**config.mk**
```make
export PLATFORM = sky130hd
export DESIGN_NAME = alu8_core
export DESIGN_NICKNAME = d
export VERILOG_FILES = /design/src/rtl/alu8_pkg.sv /design/src/rtl/alu8_addsub.sv /design/src/rtl/alu8_bytelogic.sv /design/src/rtl/alu8_mult.sv /design/src/rtl/alu8_core.sv
export SDC_FILE = /design/constraint.sdc
export NUM_CORES = 1
export LEC_CHECK = 0
export BUFFER_PORTS_ARGS = -buffer_cell sky130_fd_sc_hd__buf_2
export CAP_MARGIN = 10
export CELL_PAD_IN_SITES_DETAIL_PLACEMENT = 1
export CELL_PAD_IN_SITES_GLOBAL_PLACEMENT = 1
export CORE_ASPECT_RATIO = 1.75
export CORE_MARGIN = 3
export CORE_UTILIZATION = 30
export CTS_BUF_LIST = sky130_fd_sc_hd__clkbuf_2 sky130_fd_sc_hd__clkbuf_4 sky130_fd_sc_hd__clkbuf_8
export CTS_CLUSTER_SIZE = 40
export DETAILED_ROUTE_END_ITERATION = 10
export PLACE_DENSITY_LB_ADDON = 0.1
export SLEW_MARGIN = 20
export SYNTH_ARGS = -nofsm -noshare
export SYNTH_HDL_FRONTEND = slang
export SYNTH_SLANG_ARGS = --single-unit
```
**constraint.sdc**
```tcl
create_clock -name clk -period 16.5 [get_ports clk]
set_clock_uncertainty 0.05 [all_clocks]
set_input_delay 3.3 -clock clk [delete_from_list [all_inputs] [get_ports clk]]
set_output_delay 3.3 -clock clk [all_outputs]
set_load 0.02 [all_outputs]
```
**src/rtl/alu8_pkg.sv**
```systemverilog
package alu8_pkg;

  localparam int ALU_DW = 8;
  localparam int OP_W   = 5;
  localparam int NFLAG  = 5;

  localparam int FB_C  = 0;
  localparam int FB_DC = 1;
  localparam int FB_Z  = 2;
  localparam int FB_OV = 3;
  localparam int FB_N  = 4;

  typedef enum logic [OP_W-1:0] {
    OP_ADD    = 5'd0,
    OP_ADDC   = 5'd1,
    OP_SUB    = 5'd2,
    OP_SUBB   = 5'd3,
    OP_RSUB   = 5'd4,
    OP_RSUBB  = 5'd5,
    OP_NEG    = 5'd6,
    OP_INC    = 5'd7,
    OP_DEC    = 5'd8,
    OP_AND    = 5'd9,
    OP_IOR    = 5'd10,
    OP_XOR    = 5'd11,
    OP_COM    = 5'd12,
    OP_MOV    = 5'd13,
    OP_SWAP   = 5'd14,
    OP_CLR    = 5'd15,
    OP_SET    = 5'd16,
    OP_RRC    = 5'd17,
    OP_RLC    = 5'd18,
    OP_RRN    = 5'd19,
    OP_RLN    = 5'd20,
    OP_MUL    = 5'd21,
    OP_DECSZ  = 5'd22,
    OP_DECSNZ = 5'd23,
    OP_INCSZ  = 5'd24,
    OP_INCSNZ = 5'd25,
    OP_CPEQ   = 5'd26,
    OP_CPGT   = 5'd27,
    OP_CPLT   = 5'd28,
    OP_TSTZ   = 5'd29,
    OP_RSV0   = 5'd30,
    OP_RSV1   = 5'd31
  } alu_op_e;

  localparam logic [NFLAG-1:0] MASK_ALL  = 5'h1F;
  localparam logic [NFLAG-1:0] MASK_ZN   = 5'h14;
  localparam logic [NFLAG-1:0] MASK_ZNC  = 5'h15;
  localparam logic [NFLAG-1:0] MASK_Z    = 5'h04;
  localparam logic [NFLAG-1:0] MASK_NONE = 5'h00;

endpackage

```
**src/rtl/alu8_addsub.sv**
```systemverilog
module alu8_addsub
  import alu8_pkg::*;
#(
  parameter int DW = ALU_DW
) (
  input  alu_op_e         op,
  input  logic [DW-1:0]   w_val,
  input  logic [DW-1:0]   f_val,
  input  logic            c_in,
  output logic [DW-1:0]   sum,
  output logic            c_out,
  output logic            dc_out,
  output logic            ov_out
);
  localparam int HW = DW / 2;

  logic [DW-1:0] opa, opb;
  logic          cin_eff;
  logic [DW:0]   full;
  logic [HW:0]   half;

  // Subtraction is a + ~b + 1 (or + C for borrow forms), so carry out is
  // the inverted borrow.
  always_comb begin
    opa     = w_val;
    opb     = f_val;
    cin_eff = 1'b0;
    case (op)
      OP_ADD:   begin opa = w_val; opb = f_val;  cin_eff = 1'b0; end
      OP_ADDC:  begin opa = w_val; opb = f_val;  cin_eff = c_in; end
      OP_SUB:   begin opa = f_val; opb = ~w_val; cin_eff = 1'b1; end
      OP_SUBB:  begin opa = f_val; opb = ~w_val; cin_eff = c_in; end
      OP_RSUB:  begin opa = w_val; opb = ~f_val; cin_eff = 1'b1; end
      OP_RSUBB: begin opa = w_val; opb = ~f_val; cin_eff = c_in; end
      OP_NEG:   begin opa = '0;    opb = ~f_val; cin_eff = 1'b1; end
      OP_INC, OP_INCSZ, OP_INCSNZ:
                begin opa = f_val; opb = '0;     cin_eff = 1'b1; end
      OP_DEC, OP_DECSZ, OP_DECSNZ:
                begin opa = f_val; opb = '1;     cin_eff = 1'b0; end
      default:  begin opa = w_val; opb = f_val;  cin_eff = 1'b0; end
    endcase
  end

  assign full   = {1'b0, opa} + {1'b0, opb} + {{DW{1'b0}}, cin_eff};
  assign half   = {1'b0, opa[HW-1:0]} + {1'b0, opb[HW-1:0]} + {{HW{1'b0}}, cin_eff};
  assign sum    = full[DW-1:0];
  assign c_out  = full[DW];
  assign dc_out = half[HW];
  assign ov_out = (opa[DW-1] == opb[DW-1]) && (full[DW-1] != opa[DW-1]);

endmodule

```
**src/rtl/alu8_bytelogic.sv**
```systemverilog
module alu8_bytelogic
  import alu8_pkg::*;
#(
  parameter int DW = ALU_DW
) (
  input  alu_op_e         op,
  input  logic [DW-1:0]   w_val,
  input  logic [DW-1:0]   f_val,
  input  logic            c_in,
  output logic [DW-1:0]   res,
  output logic            rot_c
);
  localparam int HW = DW / 2;

  always_comb begin
    rot_c = c_in;
    case (op)
      OP_AND:  res = w_val & f_val;
      OP_IOR:  res = w_val | f_val;
      OP_XOR:  res = w_val ^ f_val;
      OP_COM:  res = ~f_val;
      OP_SWAP: res = {f_val[HW-1:0], f_val[DW-1:HW]};
      OP_CLR:  res = '0;
      OP_SET:  res = '1;
      OP_RRC:  begin res = {c_in, f_val[DW-1:1]};     rot_c = f_val[0];    end
      OP_RLC:  begin res = {f_val[DW-2:0], c_in};     rot_c = f_val[DW-1]; end
      OP_RRN:  res = {f_val[0], f_val[DW-1:1]};
      OP_RLN:  res = {f_val[DW-2:0], f_val[DW-1]};
      default: res = f_val;
    endcase
  end

endmodule

```
**src/rtl/alu8_mult.sv**
```systemverilog
module alu8_mult #(
  parameter int DW = 8
) (
  input  logic          clk,
  input  logic          rst,
  input  logic          load,
  input  logic [DW-1:0] a,
  input  logic [DW-1:0] b,
  output logic [DW-1:0] prod_hi,
  output logic [DW-1:0] prod_lo
);
  localparam int PW = 2 * DW;

  logic [PW-1:0] prod_q;

  always_ff @(posedge clk) begin
    if (rst) prod_q <= '0;
    else if (load) prod_q <= {{DW{1'b0}}, a} * {{DW{1'b0}}, b};
  end

  assign prod_hi = prod_q[PW-1:DW];
  assign prod_lo = prod_q[DW-1:0];

  AST_PROD_HOLD: assert property (@(posedge clk) disable iff (rst)
    !load |=> $stable({prod_hi, prod_lo}));

endmodule

```
**src/rtl/alu8_core.sv**
```systemverilog
module alu8_core
  import alu8_pkg::*;
#(
  parameter int DW = ALU_DW
) (
  input  logic             clk,
  input  logic             rst,
  input  logic             en,
  input  logic [OP_W-1:0]  op_sel,
  input  logic [DW-1:0]    w_in,
  input  logic [DW-1:0]    f_in,
  input  logic             c_in,
  output logic [DW-1:0]    result,
  output logic [NFLAG-1:0] flags,
  output logic [NFLAG-1:0] flag_upd,
  output logic             skip,
  output logic [DW-1:0]    prod_hi,
  output logic [DW-1:0]    prod_lo
);
  alu_op_e op;
  assign op = alu_op_e'(op_sel);

  logic [DW-1:0] as_sum, lg_res;
  logic          as_c, as_dc, as_ov, lg_c;

  alu8_addsub #(.DW(DW)) u_addsub (
    .op(op), .w_val(w_in), .f_val(f_in), .c_in(c_in),
    .sum(as_sum), .c_out(as_c), .dc_out(as_dc), .ov_out(as_ov)
  );

  alu8_bytelogic #(.DW(DW)) u_logic (
    .op(op), .w_val(w_in), .f_val(f_in), .c_in(c_in),
    .res(lg_res), .rot_c(lg_c)
  );

  alu8_mult #(.DW(DW)) u_mult (
    .clk(clk), .rst(rst), .load(en && (op == OP_MUL)),
    .a(w_in), .b(f_in), .prod_hi(prod_hi), .prod_lo(prod_lo)
  );

  logic [DW-1:0]    res_d;
  logic [NFLAG-1:0] mask_d, flg_d;
  logic             skip_d, use_sum;

  always_comb begin
    use_sum = 1'b0;
    res_d   = f_in;
    mask_d  = MASK_NONE;
    skip_d  = 1'b0;
    case (op)
      OP_ADD, OP_ADDC, OP_SUB, OP_SUBB, OP_RSUB, OP_RSUBB,
      OP_NEG, OP_INC, OP_DEC: begin
        use_sum = 1'b1; res_d = as_sum; mask_d = MASK_ALL;
      end
      OP_AND, OP_IOR, OP_XOR, OP_COM, OP_MOV, OP_RRN, OP_RLN: begin
        res_d = lg_res; mask_d = MASK_ZN;
      end
      OP_RRC, OP_RLC: begin res_d = lg_res; mask_d = MASK_ZNC; end
      OP_CLR:         begin res_d = lg_res; mask_d = MASK_Z;   end
      OP_SWAP, OP_SET: res_d = lg_res;
      OP_DECSZ, OP_INCSZ:   begin res_d = as_sum; skip_d = (as_sum == '0); end
      OP_DECSNZ, OP_INCSNZ: begin res_d = as_sum; skip_d = (as_sum != '0); end
      OP_CPEQ: skip_d = (f_in == w_in);
      OP_CPGT: skip_d = (f_in >  w_in);
      OP_CPLT: skip_d = (f_in <  w_in);
      OP_TSTZ: skip_d = (f_in == '0);
      default: ;
    endcase
  end

  always_comb begin
    flg_d        = '0;
    flg_d[FB_C]  = mask_d[FB_C] ? (use_sum ? as_c : lg_c) : c_in;
    flg_d[FB_DC] = as_dc;
    flg_d[FB_OV] = as_ov;
    flg_d[FB_Z]  = (res_d == '0);
    flg_d[FB_N]  = res_d[DW-1];
  end

  always_ff @(posedge clk) begin
    if (rst) begin
      result   <= '0;
      flags    <= '0;
      flag_upd <= '0;
      skip     <= 1'b0;
    end else if (en) begin
      result   <= res_d;
      flags    <= flg_d;
      flag_upd <= mask_d;
      skip     <= skip_d;
    end
  end

  AST_IDLE_HOLD: assert property (@(posedge clk) disable iff (rst)
    !en |=> $stable(result) && $stable(flags) && $stable(skip));

  AST_CARRY_PASS: assert property (@(posedge clk) disable iff (rst)
    (en && !(op inside {OP_ADD, OP_ADDC, OP_SUB, OP_SUBB, OP_RSUB, OP_RSUBB,
                        OP_NEG, OP_INC, OP_DEC, OP_RRC, OP_RLC}))
    |=> (flags[FB_C] == $past(c_in)));

  AST_ROTR_CARRY: assert property (@(posedge clk) disable iff (rst)
    (en && op == OP_RRC) |=> (flags[FB_C] == $past(f_in[0])) &&
                             (result[DW-1] == $past(c_in)));

  AST_MUL_QUIET: assert property (@(posedge clk) disable iff (rst)
    (en && op == OP_MUL) |=> (flag_upd == '0) && !skip);

  AST_SKIP_SOURCE: assert property (@(posedge clk) disable iff (rst)
    (en && !(op inside {OP_DECSZ, OP_DECSNZ, OP_INCSZ, OP_INCSNZ,
                        OP_CPEQ, OP_CPGT, OP_CPLT, OP_TSTZ})) |=> !skip);

endmodule

```
==> run metrics <==
CP Launch Type primary input; DRT Wirelength roughly 20 mm; Worst-Skew Late Latency around 300 ps; # DRC 0; ys async rst share 0%; Yosys top cell area share 15.4%; commonest non-fill, non-tap cell in the layout nor2_1; PD cells 77.1 nW/µm²; number of vias per cell between 5 and 6; Main synth FF type dfxtp_1; largest net degree at the start of global routing 36; Multi-input gate area about 4300 µm²; vias in the first global route about 5700; commonest cells after routing, fill and taps aside nor2_1 (86), inv_1 (84), ha_1 (67), nand2_1 (64), buf_2 (59); Crit Path Category in2reg; Synth Net Count around 830; total number of vias 5139; Total GRT Usage around a fifth; Worst path top cell family by delay adder cells; dpl hpwl 16.2 mm; status finished clean; CTS Buf Count 5; worst-path cell chain buf_2, ha_1, inv_1, fa_1, inv_1, ha_1, inv_1, fa_1, fa_1, inv_1, ha_1, and2_1, a22o_1, o41ai_1, o21ai_0, o41ai_1, or4_1, nand3_1; leakage 2.77 nW; Post-CTS Hold Buffers 0; CP max stage cell fa_1; Yosys warning total 0; clock slew at reported path FFs ~80 ps; layout cells sized above 1 a little under an eighth; DRT iter0 DRCs between 100 and 150; sequential element share of the synthesized area around 12%; CP required about 17000 ps; critical-path maximum fanout 14; top post-synthesis cells by area ha_1 (15%), fa_1 (14%), dfxtp_1 (12%); Synth Instances between 700 and 800; Crit path buffers/inverters 5; initial core utilization 30.8%; final setup vio count 0; Post-CTS Setup Repair Bufs 0; Layout fillers about 2200; drt first pass iters 4; # diodes 0; H-tree depth 2; Rows 64; Die ar. around 20000 µm²; CP peak stage delay 550 ps; Port Buffers between 50 and 60; RePlAce Congestion ~0.9; synthesized area per cell 7.74 µm²; CP arrival approximately 7900 ps; fin crit share between 40% and 50%; Fmax approximately 130 MHz; area leader, netlist ha_1; final hold violation count 0; Max IR drop VDD about 0.000041 V; Synth cell types between 70 and 80; Max Cap Violations 0; initial antenna violation count 0; clk sinks 33; Final Critical Period approximately 7800 ps; first-pass GRT wire length 31.7 mm; Hold Crit Class reg2reg; EDFF count, synth 0; Area Growth Syn to Fin 9.00%; RSZ-0062 raised after global routing no; Mapped Area between 5000 and 6000 µm²; Reg area between 600 and 700 µm²; post-route ant nets 0; maximum clock path buffer count 2; routed length per instance just over 20 µm; cell mode on critical path inv_1; I/O Pins 60; die span in y about 180 µm; Clock Tree Root clkbuf_8; Seq cells post-synth 33; Overflow after GRT 0; CTS resizes 0; crit path capture type flop; CTS tree yes; setup ws final around 8700 ps; fin nets about 860; Post-Place Setup Slack approximately 8400 ps; transition time of the tightest slew-check pin 802 ps; die width ~110 µm; final setup TNS 0 ps; Slew HR 46.6%; max-slew violation count 0; Core Region around 18000 µm²
==> final cells by class <==
type	count	share of cell area (%)
Timing Repair Buffer	62	5.35
Tap cell	231	4.87
Sequential cell	33	11.1
Multi-Input combinational cell	544	71.8
Clock buffer	6	1.28
Inverter	86	5.43
Clock inverter	2	0.168
==> synthesized netlist by cell type, types with 11 or more instances <==
master	count
fa_1	38
nor2b_1	11
dfxtp_1	33
buf_2	12
o21ai_0	21
nand2_1	64
ha_1	67
nor3_1	15
nor2_1	86
nand3_1	17
a22o_1	11
inv_1	84
a21oi_1	33
clkbuf_1	19
==> registers in the layout, indices dropped and copies added (netlist names) <==
name           count
u_mult.prod_q     16
result             8
flag_upd           4
flags              4
skip               1
==> cells by family (layout without fill, tap and decap cells) <==
logic type,after synthesis,in the layout,synth area share (%)
compound gates,158,158,20.7
xor+xnor,15,15,2.41
fa+ha+maj,105,105,29.3
buf+inv,127,156,9.64
flops,33,33,12.1
mux,10,10,1.88
simple gates,256,256,23.9
==> stage by stage <==
step	cell area, µm²	std cells	hold slack [ps]	power, mW	utilization, %
3_3_place_gp	5850	956	387	0.389	33.1
2_1_floorplan	5450	704	480	0.313	-
5_1_grt	5940	964	434	0.505	33.6
6_report	5940	964	406	0.458	33.6
4_1_cts	5940	964	411	0.468	33.6
3_5_place_dp	5850	956	398	0.396	33.1
==> where the power goes <==
part	total, mW	internal [mW]	switching, mW	leakage, nW
Clock	0.0676	0.0310	0.0366	0.0484
Sequential	0.0864	0.0842	0.00213	0.269
Combinational	0.304	0.121	0.183	2.45
==> worst paths after layout <==
path | start | end | slack [ps] | cells past startpoint
hold reg to reg | u_mult.prod_q[1] | u_mult.prod_q[1] | 410 | 2
hold / removal | u_mult.prod_q[1] | u_mult.prod_q[1] | 410 | 2
setup / recovery | f_in[3] | u_mult.prod_q[14] | 8730 | 18
setup reg to reg | skip | skip | 15440 | 6
==> routing by layer <==
| layer | track usage, % | routed length [µm] | vias to the layer above |
|---|---|---|---|
| met4 | 9.56 | 957 | 0 |
| met5 | 0 | 0 | - |
| met3 | 1.93 | 408 | 41 |
| met2 | 41.7 | 11300 | 88 |
| li1 | - | - | 2496 |
| met1 | 20.4 | 7140 | 2514 |
==> worst reg2reg max path, stage by stage, from the launching register on <==
cell	delay [ps]
dfxtp_1	330
nor2_1	120
nor2_1	80
nand2_1	110
nor2_1	50
mux2i_1	150
nand2_1	70
No activity file was read; power rests on OpenSTA's default activity.
